[config.mk]
export PLATFORM = sky130hd
export DESIGN_NAME = bb_tdm_demux
export DESIGN_NICKNAME = d
export VERILOG_FILES = /design/src/rtl/tdm_demux_pkg.sv /design/src/rtl/tdm_slot_seq.sv /design/src/rtl/tdm_iq_pair.sv /design/src/rtl/tdm_sync_edge.sv /design/src/rtl/bb_tdm_demux.sv
export SDC_FILE = /design/constraint.sdc
export NUM_CORES = 1
export LEC_CHECK = 0
export BUFFER_PORTS_ARGS = -buffer_cell sky130_fd_sc_hd__buf_2
export CORE_MARGIN = 5
export CORE_UTILIZATION = 57
export DETAILED_ROUTE_END_ITERATION = 7
export GPL_TIMING_DRIVEN = 0
export HOLD_SLACK_MARGIN = 0.12
export PLACE_DENSITY = 0.84
export SLEW_MARGIN = 20
export SYNTH_ARGS = -nofsm -noshare
export SYNTH_HDL_FRONTEND = slang
export SYNTH_SLANG_ARGS = --single-unit
[constraint.sdc]
create_clock -name clk -period 3 [get_ports clk]
set_input_delay 0.9 -clock clk [delete_from_list [all_inputs] [get_ports clk]]
set_output_delay 0.9 -clock clk [all_outputs]
set_load 0.1 [all_outputs]
[src/rtl/tdm_demux_pkg.sv]
package tdm_demux_pkg;
  localparam int BUS_W      = 18;
  localparam int SYNC_W     = 2;
  localparam int SAMPLE_W   = BUS_W - SYNC_W;
  localparam int SAMPLE_LSB = SYNC_W;

  typedef logic [SAMPLE_W-1:0] sample_t;
  typedef logic [SYNC_W-1:0]   sync_t;

  typedef struct packed {
    sample_t i;
    sample_t q;
  } iq_word_t;
endpackage

[src/rtl/tdm_slot_seq.sv]
module tdm_slot_seq #(
  parameter int NUM_SLOTS = 8,
  parameter int SLOT_W    = 3
) (
  input  logic              clk,
  input  logic              rst_n,
  input  logic              frame_start,
  output logic [SLOT_W-1:0] cur_slot,
  output logic              misalign
);
  localparam logic [SLOT_W-1:0] LAST_SLOT = SLOT_W'(NUM_SLOTS - 1);

  logic [SLOT_W-1:0] expect_q;
  logic              seen_q;
  logic              mis_q;

  // the strobe forces the current word into slot 0
  always_comb begin
    cur_slot = frame_start ? '0 : expect_q;
  end

  always_ff @(posedge clk or negedge rst_n) begin
    if (!rst_n) begin
      expect_q <= '0;
      seen_q   <= 1'b0;
      mis_q    <= 1'b0;
    end else begin
      expect_q <= (cur_slot == LAST_SLOT) ? '0 : cur_slot + 1'b1;
      if (frame_start) seen_q <= 1'b1;
      if (frame_start && seen_q && (expect_q != '0)) mis_q <= 1'b1;
    end
  end

  assign misalign = mis_q;
endmodule

[src/rtl/tdm_iq_pair.sv]
module tdm_iq_pair
  import tdm_demux_pkg::*;
#(
  parameter int SLOT_W = 3,
  parameter int CH_W   = 2
) (
  input  logic              clk,
  input  logic              rst_n,
  input  logic [SLOT_W-1:0] slot,
  input  sample_t           sample,
  output logic              out_valid,
  output logic [CH_W-1:0]   out_ch,
  output iq_word_t          out_iq
);
  sample_t           held_i;
  logic              is_q_slot;
  logic [SLOT_W-1:0] ch_full;

  always_comb begin
    is_q_slot = slot[0];
    ch_full   = slot >> 1;
  end

  always_ff @(posedge clk or negedge rst_n) begin
    if (!rst_n) begin
      held_i    <= '0;
      out_valid <= 1'b0;
      out_ch    <= '0;
      out_iq    <= '0;
    end else begin
      out_valid <= is_q_slot;
      if (!is_q_slot) begin
        held_i <= sample;
      end else begin
        out_ch   <= ch_full[CH_W-1:0];
        out_iq.i <= held_i;
        out_iq.q <= sample;
      end
    end
  end
endmodule

[src/rtl/tdm_sync_edge.sv]
module tdm_sync_edge #(
  parameter int W = 2
) (
  input  logic         clk,
  input  logic         rst_n,
  input  logic [W-1:0] level,
  output logic [W-1:0] pulse
);
  for (genvar b = 0; b < W; b++) begin : g_bit
    logic prev_q;
    logic pulse_q;
    always_ff @(posedge clk or negedge rst_n) begin
      if (!rst_n) begin
        prev_q  <= 1'b0;
        pulse_q <= 1'b0;
      end else begin
        prev_q  <= level[b];
        pulse_q <= level[b] & ~prev_q;
      end
    end
    assign pulse[b] = pulse_q;
  end
endmodule

[src/rtl/bb_tdm_demux.sv]
module bb_tdm_demux
  import tdm_demux_pkg::*;
#(
  parameter int NUM_CH = 4,
  localparam int CH_W  = (NUM_CH > 1) ? $clog2(NUM_CH) : 1
) (
  input  logic              clk,
  input  logic              rst_n,
  input  logic [BUS_W-1:0]  bus_data,
  input  logic              frame_start,
  output logic              out_valid,
  output logic [CH_W-1:0]   out_ch,
  output logic [SAMPLE_W-1:0] out_i,
  output logic [SAMPLE_W-1:0] out_q,
  output logic [SYNC_W-1:0] sync_pulse,
  output logic              misalign
);
  localparam int NUM_SLOTS = 2 * NUM_CH;
  localparam int SLOT_W    = $clog2(NUM_SLOTS);

  logic [SLOT_W-1:0] cur_slot;
  sample_t           sample;
  sync_t             sync_lvl;
  iq_word_t          iq;

  assign sample   = bus_data[BUS_W-1:SAMPLE_LSB];
  assign sync_lvl = bus_data[SYNC_W-1:0];

  tdm_slot_seq #(.NUM_SLOTS(NUM_SLOTS), .SLOT_W(SLOT_W)) u_seq (
    .clk(clk), .rst_n(rst_n), .frame_start(frame_start),
    .cur_slot(cur_slot), .misalign(misalign)
  );

  tdm_iq_pair #(.SLOT_W(SLOT_W), .CH_W(CH_W)) u_pair (
    .clk(clk), .rst_n(rst_n), .slot(cur_slot), .sample(sample),
    .out_valid(out_valid), .out_ch(out_ch), .out_iq(iq)
  );

  tdm_sync_edge #(.W(SYNC_W)) u_sync (
    .clk(clk), .rst_n(rst_n), .level(sync_lvl), .pulse(sync_pulse)
  );

  assign out_i = iq.i;
  assign out_q = iq.q;
endmodule

==> impl_metrics.toml <==
[outcome]
status = "complete, no violations"

[placement]
port_buffers = 58
place_hpwl_microns = 3216
globalplace.congestion = 0.8157
place_area_sq_um = 2829
dp.cells = 241

[grt]
grt.total_usage_pct = 18.06
antenna_found_initial = 0
grt_overflow = 0
grt_max_degree = 61
grt_pass1_wl_microns = 7224
grt_pass1_vias = 1441

[routing]
wl_per_cell_microns = 17.75
drc = 0
first_pass_iters = 4
drt_iter0_drc = 46
totalWireLength_microns = 4562
vias = 1329
via_per_inst = 5.171
ant_nets = 0

[die]
coreArea_sq_um = 4294
die-area_sq_um = 5752
io_pins = 59
dieHeight_microns = 75.84
start_util_pct = 57.55
die_x_microns = 75.84
fp-row-count = 24

[cts]
cts_resized = 0
cts_num_sinks = 60
cts_tree = "built"
htree_levels = 3
clk_latency_ns = 0.33
numCtsBuffers = 9
clock_path_buffers = 2
clk_pin_slew_ns = 0.06
clockRootBuffer = "clkbuf_8"
hold_buffers = 0
post_cts_buffers = 0

[timing]
slew_headroom_pct = 51.83
period_share_pct = 68.32
period_needed_ns = 2.049
worst_pin_slew_ns = 0.7226
setup_tns_ns = 0
grt_setup_unrepaired = "no"
fin_worst_skew_ns = 0.006797
drv_slew = 0
max_clock_freq_mhz = 487.9
final_hold_viol_count = 0
setup-violations-final = 0

[logic_synthesis]
yosys_warnings = 0
synth_area_leaders = "dfrtp_1, mux2_4, buf_12"
synth_top_cell_by_area = "dfrtp_1"
ys_types = 15
synth-edff-count = 0
netlist_instances = 131
syn_area_sq_um = 2471
seq_area_frac_synth_pct = 60.76
synthesis.nets = 154
synth_seq_cells = 60
yosysMostFrequentCell = "dfrtp_1"
synth_commonest_cells = "dfrtp_1, mux2_4, buf_12, nor2b_1"
synth_ff_type = "dfrtp_1"
synth_top_area_share_pct = 60.76
synthArstFlopShare_pct = 100.0
avgSynthCellArea_sq_um = 18.86

[min_path]
worst_hold_startpoint = "u_sync.g_bit[0].prev_q$_DFF_PN0_"
worstHoldPathType = "reg2reg"
min_path_cells = 1
hold_path_end = "u_sync.g_bit[0].pulse_q$_DFF_PN0_"

[final_layout]
post-route-util_pct = 70.10
drive_above_1_share_pct = 64.88
final_area_sq_um = 3010
nFillCells = 298
antenna_cells = 0
area_growth_pct = 21.82
fin_cells = 257
nets = 223

[setup_path]
cp.required_ns = 2.10
critPathMaxFanout = 1
r2r_slack_ns = 1.55
crit_type = "reg2out"
r2r_start = "u_seq.expect_q[0]$_DFF_PN0_"
r2r_cells = 6
arrival_ns = 1.15
timing.rr.end = "u_seq.expect_q[2]$_DFF_PN0_"
setup.worst_path.start = "u_sync.g_bit[0].pulse_q$_DFF_PN0_"
critPathLaunchType = "flop"
cp-end-kind = "primary output"

[job]
drv_cap = 0

[pwr]
p_per_area_nw_per_um2 = 868.3
power_leakage_uw = 0.001576
irDropWorstVdd_mv = 0.5446
total_power_uw = 2614
critical path, stage by stage (launching register included):
cell and delay [ns]:
dfrtp_1 0.32, buf_4 0.09, buf_2 0.41
cells in the final DEF, fill, tap and decap left out:
cell      synthesis  routed
buf_6             1       1
ha_1              2       2
clkbuf_1          0       3
mux2_2            2       2
nor4_1            1       1
buf_12            5       5
or2_2             1       1
and2b_2           2       2
clkbuf_8          0      12
clkinv_2          0       1
nand2b_4          1       1
dfrtp_1          60      60
inv_1             1       1
buf_4             2       3
nor2b_1           3       3
buf_2             0      57
a21oi_1           1       1
mux2_4           48      48
nor2_1            1       1
routing by layer:
metal | share of wire [%] | wire length (microns) | GRT usage, % | up-vias
met5 | 0 | 0 | 0 | -
met3 | 8.0 | 363 | 7.388 | 9
met1 | 41 | 1849 | 21.19 | 678
li1 | - | - | - | 593
met2 | 49 | 2252 | 28.04 | 49
met4 | 2.1 | 97 | 10.10 | 0
final cells by class:
type / instances / area, sq um / share of cell area, %
clock inverters: 1 / 5.005 / 0.1663
plain buffers: 8 / 126.4 / 4.198
well taps: 52 / 65.06 / 2.161
flip-flops and latches: 60 / 1501 / 49.88
inverters: 1 / 3.754 / 0.1247
multi-input cells: 62 / 839.6 / 27.89
repair buffers: 58 / 292.8 / 9.726
clock buffers: 15 / 176.4 / 5.860
state kept, by name, indices dropped and copies added (netlist names):
register / cells
u_seq.seen_q: 1
u_pair.out_iq: 32
u_sync.g_bit.prev_q: 2
u_pair.out_valid: 1
u_seq.misalign: 1
u_pair.out_ch: 2
u_seq.expect_q: 3
u_pair.held_i: 16
u_sync.g_bit.pulse_q: 2
cells by family (layout without fill, tap and decap cells):
group | count (synthesis) | count (layout) | share of synthesized area, %
compound gates | 1 | 1 | 0.2023
fa+ha+maj | 2 | 2 | 1.012
buf+inv | 9 | 83 | 5.266
flops | 60 | 60 | 60.76
mux | 50 | 50 | 30.08
simple gates | 9 | 9 | 2.684
metrics by stage:
step	hold WS [ns]	setup WS [ns]
floorplan	0.3777	1.094
global placement	0.3849	0.9025
detailed placement	0.3964	0.8745
CTS	0.4047	0.9297
global route	0.4115	0.8951
finish	0.4004	0.9505
where the power goes:
part | internal [uW] | switching (uW) | leakage, uW
logic | 235 | 739 | 0.000780
clock network | 367 | 287 | 0.0000937
registers | 920 | 66.0 | 0.000702
worst max-delay path by stage:
stage / to / cells after the start
after CTS: sync_pulse[0] / 2
after global routing: sync_pulse[0] / 2
after global placement: u_seq.expect_q[2]$_DFF_PN0_ / 7
after floorplan: u_seq.expect_q[2]$_DFF_PN0_ / 6
after detailed placement: u_seq.expect_q[2]$_DFF_PN0_ / 7
final: sync_pulse[0] / 2
No activity file was read; power rests on OpenSTA's default activity.
